===== src/rtl/zcs_pwm_pkg.sv =====
// Shared types for the zero-crossing synchronized PWM generator.
package zcs_pwm_pkg;
    // Event qualifier state: waiting for a crossing, or counting the ring-down delay.
    typedef enum logic {
        QS_ARMED = 1'b0,
        QS_DELAY = 1'b1
    } qual_state_e;
endpackage


===== src/rtl/zcs_trip_sync.sv =====
// Synchronizes the asynchronous comparator level and flags its falling edge.
// Assumes: input may change at any time; STAGES >= 2. Flops reset high so a low
// level at reset release appears as a falling edge, which blanking then handles.
module zcs_trip_sync #(
    parameter int STAGES = 2
) (
    input  logic clk,
    input  logic rst_n,
    input  logic trip_i,
    output logic fall_o
);
    localparam int TOP = STAGES;

    logic [TOP:0] pipe_q;

    // Synchronizer chain plus one history flop for edge detection.
    always_ff @(posedge clk) begin
        if (!rst_n) begin
            pipe_q <= '1;
        end else begin
            pipe_q <= {pipe_q[TOP-1:0], trip_i};
        end
    end

    // Falling edge: previous synchronized sample high, current one low.
    assign fall_o = pipe_q[TOP] & ~pipe_q[TOP-1];
endmodule


===== src/rtl/zcs_evt_qual.sv =====
// Qualifies negative-crossing events and schedules the delayed sync pulse.
// Assumes: cnt_i is the time-base count of the current cycle. A restart
// (software or limit) takes priority over acceptance and sync.
module zcs_evt_qual
    import zcs_pwm_pkg::*;
#(
    parameter int W = 16
) (
    input  logic         clk,
    input  logic         rst_n,
    input  logic         fall_i,
    input  logic [W-1:0] cnt_i,
    input  logic [W-1:0] blank_len_i,
    input  logic [W-1:0] sync_dly_i,
    input  logic [W-1:0] period_limit_i,
    input  logic         sw_rearm_i,
    output logic         accept_o,
    output logic         sync_o,
    output logic         restart_o,
    output logic         timeout_o
);
    qual_state_e  state_q;
    logic [W-1:0] dcnt_q;
    logic         at_limit;
    logic         blank_open;
    logic         delay_done;
    logic         timeout_q;

    // Window and limit decodes from the current count.
    always_comb begin
        at_limit   = (cnt_i == period_limit_i);
        blank_open = (cnt_i < blank_len_i);
        delay_done = (state_q == QS_DELAY) && (dcnt_q == sync_dly_i);
        restart_o  = sw_rearm_i | at_limit;
        accept_o   = (state_q == QS_ARMED) && fall_i && !blank_open && !restart_o;
        sync_o     = delay_done && !restart_o;
    end

    // Arm/delay state and ring-down counter.
    always_ff @(posedge clk) begin
        if (!rst_n || restart_o) begin
            state_q <= QS_ARMED;
            dcnt_q  <= '0;
        end else if (accept_o) begin
            state_q <= QS_DELAY;
            dcnt_q  <= '0;
        end else if (state_q == QS_DELAY) begin
            if (delay_done) begin
                state_q <= QS_ARMED;
            end else begin
                dcnt_q <= dcnt_q + W'(1);
            end
        end
    end

    // Timeout pulse, aligned with the counter reload it causes.
    always_ff @(posedge clk) begin
        if (!rst_n) begin
            timeout_q <= 1'b0;
        end else begin
            timeout_q <= at_limit && !sw_rearm_i;
        end
    end

    assign timeout_o = timeout_q;
endmodule


===== src/rtl/zcs_timebase.sv =====
// Time-base counter, PWM compare and period capture register.
// Assumes: restart_i has priority over sync_i; accept_i never coincides with restart_i.
module zcs_timebase #(
    parameter int W = 16
) (
    input  logic         clk,
    input  logic         rst_n,
    input  logic         restart_i,
    input  logic         sync_i,
    input  logic         phase_en_i,
    input  logic [W-1:0] phase_val_i,
    input  logic [W-1:0] on_cmp_i,
    input  logic         accept_i,
    output logic [W-1:0] cnt_o,
    output logic         pwm_o,
    output logic [W-1:0] cap_o,
    output logic         cap_vld_o
);
    logic [W-1:0] cnt_q;
    logic [W-1:0] cap_q;
    logic         vld_q;

    // Counter: reload on restart, phase load on enabled sync, otherwise count up.
    always_ff @(posedge clk) begin
        if (!rst_n || restart_i) begin
            cnt_q <= '0;
        end else if (sync_i && phase_en_i) begin
            cnt_q <= phase_val_i;
        end else begin
            cnt_q <= cnt_q + W'(1);
        end
    end

    // Capture register and its one-cycle valid strobe.
    always_ff @(posedge clk) begin
        if (!rst_n) begin
            cap_q <= '0;
            vld_q <= 1'b0;
        end else begin
            vld_q <= accept_i;
            if (accept_i) begin
                cap_q <= cnt_q;
            end
        end
    end

    assign cnt_o     = cnt_q;
    assign pwm_o     = (cnt_q < on_cmp_i);
    assign cap_o     = cap_q;
    assign cap_vld_o = vld_q;
endmodule


===== src/rtl/zcs_pwm_top.sv =====
// Critical-conduction-mode PWM whose period ends on a blanked, delayed
// negative current zero crossing. Assumes blank_len exceeds on_cmp.
module zcs_pwm_top #(
    parameter int W           = 16,
    parameter int SYNC_STAGES = 2
) (
    input  logic         clk,
    input  logic         rst_n,
    input  logic         cmp_trip,
    input  logic [W-1:0] on_cmp,
    input  logic [W-1:0] blank_len,
    input  logic [W-1:0] sync_dly,
    input  logic [W-1:0] phase_val,
    input  logic         phase_load_en,
    input  logic [W-1:0] period_limit,
    input  logic         sw_rearm,
    output logic         pwm_o,
    output logic [W-1:0] period_cap,
    output logic         period_cap_vld,
    output logic         timeout_pls
);
    logic         fall;
    logic         accept;
    logic         sync_pls;
    logic         restart;
    logic [W-1:0] cnt;

    zcs_trip_sync #(.STAGES(SYNC_STAGES)) u_sync (
        .clk    (clk),
        .rst_n  (rst_n),
        .trip_i (cmp_trip),
        .fall_o (fall)
    );

    zcs_evt_qual #(.W(W)) u_qual (
        .clk            (clk),
        .rst_n          (rst_n),
        .fall_i         (fall),
        .cnt_i          (cnt),
        .blank_len_i    (blank_len),
        .sync_dly_i     (sync_dly),
        .period_limit_i (period_limit),
        .sw_rearm_i     (sw_rearm),
        .accept_o       (accept),
        .sync_o         (sync_pls),
        .restart_o      (restart),
        .timeout_o      (timeout_pls)
    );

    zcs_timebase #(.W(W)) u_tb (
        .clk         (clk),
        .rst_n       (rst_n),
        .restart_i   (restart),
        .sync_i      (sync_pls),
        .phase_en_i  (phase_load_en),
        .phase_val_i (phase_val),
        .on_cmp_i    (on_cmp),
        .accept_i    (accept),
        .cnt_o       (cnt),
        .pwm_o       (pwm_o),
        .cap_o       (period_cap),
        .cap_vld_o   (period_cap_vld)
    );
endmodule


===== config.mk =====
export PLATFORM = sky130hd
export DESIGN_NAME = zcs_pwm_top
export DESIGN_NICKNAME = d
export VERILOG_FILES = /design/src/rtl/zcs_pwm_pkg.sv /design/src/rtl/zcs_trip_sync.sv /design/src/rtl/zcs_evt_qual.sv /design/src/rtl/zcs_timebase.sv /design/src/rtl/zcs_pwm_top.sv
export SDC_FILE = /design/constraint.sdc
export NUM_CORES = 1
export LEC_CHECK = 0
export BUFFER_PORTS_ARGS = -buffer_cell sky130_fd_sc_hd__buf_2
export CELL_PAD_IN_SITES_DETAIL_PLACEMENT = 1
export CELL_PAD_IN_SITES_GLOBAL_PLACEMENT = 1
export CORE_ASPECT_RATIO = 2
export CORE_UTILIZATION = 41
export DETAILED_ROUTE_END_ITERATION = 12
export GPL_ROUTABILITY_DRIVEN = 1
export HOLD_SLACK_MARGIN = 0.08
export PLACE_DENSITY_LB_ADDON = 0.1
export RECOVER_POWER = 25
export SYNTH_ARGS = -nofsm -noshare
export SYNTH_HDL_FRONTEND = slang
export SYNTH_SLANG_ARGS = --single-unit
export TNS_END_PERCENT = 50

===== constraint.sdc =====
create_clock -name clk -period 4.95 [get_ports clk]
set_input_delay 0.99 -clock clk [delete_from_list [all_inputs] [get_ports clk]]
set_output_delay 0.99 -clock clk [all_outputs]
set_load 0.01 [all_outputs]

-- Yosys cells after proc, flatten, opt, wreduce, memory -nomap -nowiden
Index checks and enable logic that the tools add are counted.
- magnitude comparators: 2
- reductions and logical operators: 14
- add/subtract/negate cells: 2
- multiplexer cells: 4
- bitwise operators: 5
- eq/ne operators: 2
- operators with widths (operator ; count):
    16-bit by 1-bit adder with 16-bit output (second input constant) ; 2
    16-bit equality test ; 2
    16-bit less-than comparator ; 2
    16-bit two-way mux ; 1
    1-bit logical AND ; 7
    1-bit zero test ; 4
    1-bit two-way mux ; 3
    1-bit NOT ; 3
    2-bit AND reduction ; 1
    2-bit OR reduction ; 1
    1-bit bitwise AND ; 1
    1-bit logical OR ; 1
    1-bit bitwise OR ; 1
- logic and storage cells: 36
- bits of input ports: 85
- register bits after elaboration: 54

-- Longest topological paths before layout
- depth in word-level cells: 6
- mapped depth: 10
- depth with buffers taken out: 8

-- Modules after synthesis
From an unflattened synthesis, not the netlist that was laid out.
- cell total of the unflattened synthesis: 401
- area total of the unflattened synthesis: 3469.6 µm²
- by module, submodules not included (module ; instances ; sequential area each (µm²) ; cells each ; area an instance (µm²)):
    zcs_timebase ; 1 ; 660.6 ; 206 ; 1853.0
    zcs_evt_qual ; 1 ; 360.3 ; 188 ; 1531.5
    zcs_trip_sync ; 1 ; 60.1 ; 7 ; 85.1

-- Worst setup path before layout
Ideal clock, no wire load.
- kind: in2out
- start: in on_cmp[9]
- end: out pwm_o
- stages on the path: 8
- arrival: 2.227 ns
- required time: 3.960 ns
- path slack: 1.733 ns
- cell sequence: inv_1 ha_1 a21o_1 a21o_1 a211oi_1 o21ai_0 o211ai_1 o211a_1
- word-level cells in the longest chain between the ends: 1
- RTL lines (what ; RTL line ; text):
    from (decl) ; zcs_pwm_top.sv:10 ; input logic [W-1:0] on_cmp,
    16-bit less-than comparator ; zcs_timebase.sv:48 ; assign pwm_o = (cnt_q < on_cmp_i);
    to (decl) ; zcs_pwm_top.sv:17 ; output logic pwm_o,
Every way passes these cells.

-- Worst setup path in the final report
- start: in on_cmp[1]
- end: out pwm_o
Same word-level chain as after synthesis.

==> results.py <==
metrics = {
    "worst_setup_path": {
        "crit_type": "in2out",
        "slowest_delay_ns": 0.48,
        "cpMostUsedCell": "buf_2",
        "crit_path_max_fanout": 1,
        "cp_slowest_cell": "a2111oi_0",
        "worstPathArrival_ns": 2.56,
        "start_kind": "input pin",
        "critPathRequiredTime_ns": 3.96,
        "crit_chain": "buf_2, inv_1, ha_1, a21o_1, a21oi_1, o21ai_0, a2111oi_0, o211a_1, buf_2",
        "reg2reg_depth": 7,
        "critPathCaptureType": "output pin",
    },
    "clock_network": {
        "clockBufferDepth": 2,
        "cts_buffers": 5,
        "post_cts_resized": 0,
        "clock_sinks": 54,
        "hold_buffers": 0,
        "tritoncts": "yes",
        "clk_latency_ns": 0.29,
        "cts.clk_slew.worst_paths_ns": 0.07,
        "ctsHtreeMaxLevel": 2,
        "cts_setup_buffers": 0,
        "cts-root-buf": "clkbuf_16",
    },
    "floorplanning": {
        "rows": 47,
        "ios": 104,
        "die_height_um": 133.1,
        "fp.dieW_um": 67.55,
        "initial_core_util": 0.4249,
        "core_area_um2": 8292,
        "die-area_um2": 8991,
    },
    "synth": {
        "ys.flop_type": "dfxtp_1",
        "synth.area.mux_share": 0.05682,
        "ys_warn_count": 0,
        "synth_top_family_by_area": "simple AND/OR/NAND/NOR gates",
        "synth_cell_types": 38,
        "avgSynthCellArea_um2": 8.636,
        "syn_inst": 408,
        "synth-compound-area-share": 0.08097,
        "syn-num-nets": 525,
        "ys_ff_latch": 54,
        "syn_area_um2": 3523,
        "synth_xor_area_frac": 0.1516,
        "synth-edff-count": 0,
        "yosys.area_share.simple": 0.2180,
        "async_reset_ff_frac": 0,
        "yosysSeqAreaShare": 0.3068,
        "synth_fa_ha_area_frac": 0.1136,
    },
    "timing": {
        "slew_viol_final": 39,
        "holdWs_ns": 0.4141,
        "fin_tns_setup_ns": 0,
        "min_period_ns": 3.546,
        "rsz0062_at_grt": "no",
        "hold_viol_final": 0,
        "skew_ns": 0.005777,
        "fmax_mhz": 282.0,
        "slew_headroom": -0.01324,
        "tightestPinTransition_ns": 1.520,
        "post-route-period-util": 0.7163,
        "setup_violations": 0,
    },
    "job": {
        "max_cap_violations": 1,
    },
    "placed_design": {
        "gp_congestion": 0.7691,
        "hpwlAfterDp_um": 8183,
        "port_buffers": 103,
    },
    "power_and_ir_drop": {
        "p_clk_frac": 0.436,
        "fin_total_pwr_uw": 928.0,
        "leakagePower_uw": 0.001855,
        "switching_share": 0.2150,
        "ir_worst_vdd_uv": 130.4,
        "switchingPower_uw": 199.5,
        "pwr-share-comb": 0.091,
        "p_per_area_nw_per_um2": 220.8,
        "seqPwrFrac": 0.472,
        "p_int_uw": 728.5,
    },
    "drt": {
        "routed_wl_um": 10150,
        "first_pass_iters": 4,
        "num_vias": 3210,
        "wl_per_cell_um": 16.97,
        "drt_iter0_markers": 119,
        "viasPerCell": 5.368,
        "ant_nets": 0,
        "drc_errors": 0,
    },
    "worst_hold_path": {
        "holdPathStages": 1,
        "hold_class": "reg2reg",
    },
    "final_layout": {
        "nNetsFinal": 617,
        "layout_commonest_cell": "buf_2",
        "drive_above_1_share": 0.2060,
        "syn_to_final_growth_pct": 19.28,
        "final.fill_count": 1041,
        "antenna_cells": 0,
        "layout.cells.most_common_list": "buf_2 (87), dfxtp_1 (54), nand2_1 (43)",
    },
    "global_routing": {
        "grtUsageTotal": 0.2367,
        "grt_pass1_vias": 3394,
        "grt_overflow": 0,
        "grt_pass1_wl_um": 15880,
        "antenna_found_initial": 0,
        "grt_max_degree": 39,
    },
    "run_status": {
        "status": "finished with violations",
        "violations": "capacitance limit, slew limit",
    },
}
through the flow:
| stage | utilization | std cells | worst slack, ns | cell area [µm²] |
|---|---|---|---|---|
| floorplan | - | 408 | 1.733 | 3523 |
| global placement | 0.4889 | 591 | 1.414 | 4054 |
| detailed placement | 0.4889 | 591 | 1.359 | 4054 |
| CTS | 0.5093 | 598 | 1.363 | 4223 |
| global route | 0.5069 | 598 | 1.156 | 4203 |
| finish | 0.5069 | 598 | 1.404 | 4203 |
routing by layer:
metal / vias to the layer above / GRT usage / wire length, µm
met2: 81 / 0.4499 / 5712
met3: 18 / 0.02997 / 352
li1: 1586 / - / -
met4: 0 / 0.1017 / 287
met1: 1525 / 0.2397 / 3795
met5: - / 0 / 0
state kept, by name (all words and copies together) (netlist names):
register	cells
u_qual.dcnt_q	16
u_tb.cap_o	16
u_tb.cnt_o	16
u_sync.pipe_q	3
u_qual.state_q	1
u_qual.timeout_o	1
u_tb.cap_vld_o	1
power groups by stage:
stage | combinational (µW) | sequential, µW | clock, µW
finish | 84.7 | 438 | 405
global route | 94.6 | 438 | 425
CTS | 86.0 | 438 | 408
detailed placement | 85.4 | 448 | 0
global placement | 82.4 | 448 | 0
floorplan | 40.4 | 447 | 0
worst paths after layout:
| path | from | end | slack, ns |
|---|---|---|---|
| hold reg to reg | u_sync.pipe_q[0]$_SDFF_PN1_ | u_sync.pipe_q[1]$_SDFF_PN1_ | 0.41 |
| hold / removal | u_sync.pipe_q[0]$_SDFF_PN1_ | u_sync.pipe_q[1]$_SDFF_PN1_ | 0.41 |
| setup / recovery | on_cmp[1] | pwm_o | 1.40 |
| setup reg to reg | u_tb.cnt_o[6]$_SDFF_PP0_ | u_qual.dcnt_q[2]$_SDFFE_PP0P_ | 2.18 |
kinds of logic after synthesis:
family | count (synthesis)
multiplexers | 20
adder cells (fa/ha/maj) | 32
AO/OA/AOI/OAI | 41
buffers and inverters | 54
flip-flops | 54
XOR/XNOR | 61
AND/OR/NAND/NOR | 146
Yosys cell counts (2+ instances only):
| library cell | number | area (µm²) |
|---|---|---|
| clkbuf_1 | 9 | 33.78 |
| xor2_1 | 26 | 227.7 |
| nand4_1 | 15 | 93.84 |
| ha_1 | 32 | 400.4 |
| nor3b_1 | 2 | 15.01 |
| a21o_1 | 4 | 30.03 |
| and4_1 | 4 | 35.03 |
| o21a_1 | 2 | 15.01 |
| nor4b_1 | 2 | 17.52 |
| xnor2_1 | 35 | 306.5 |
| and3_1 | 3 | 18.77 |
| clkbuf_2 | 2 | 10.01 |
| nand2b_1 | 6 | 37.54 |
| inv_1 | 33 | 123.9 |
| dfxtp_1 | 54 | 1081 |
| nand3_1 | 13 | 65.06 |
| a21oi_1 | 5 | 25.02 |
| mux2i_1 | 20 | 200.2 |
| buf_2 | 3 | 15.01 |
| buf_6 | 6 | 67.56 |
| nor4_1 | 11 | 68.82 |
| nor2_1 | 24 | 90.09 |
| nor3_2 | 5 | 50.05 |
| o21ai_0 | 7 | 35.03 |
| nand2_1 | 43 | 161.4 |
| nor3_1 | 14 | 70.07 |
| a211oi_1 | 17 | 127.6 |
critical path, delay by kind of cell:
kind,cells,cell delay [ns]
adders and majority gates,1,0.27
AOI/OAI and AO/OA,5,1.06
buffers and inverters,3,0.23
cell type report:
cell class	count	area (µm²)	area share
Multi-Input combinational cell	300	2188	0.5207
Sequential cell	54	1081	0.2572
Timing Repair Buffer	106	518.0	0.1233
Clock buffer	6	138.9	0.03305
Inverter	33	123.9	0.02947
Tap cell	98	122.6	0.02918
Clock inverter	1	30.03	0.007145
Power figures use the tool's default switching activity.
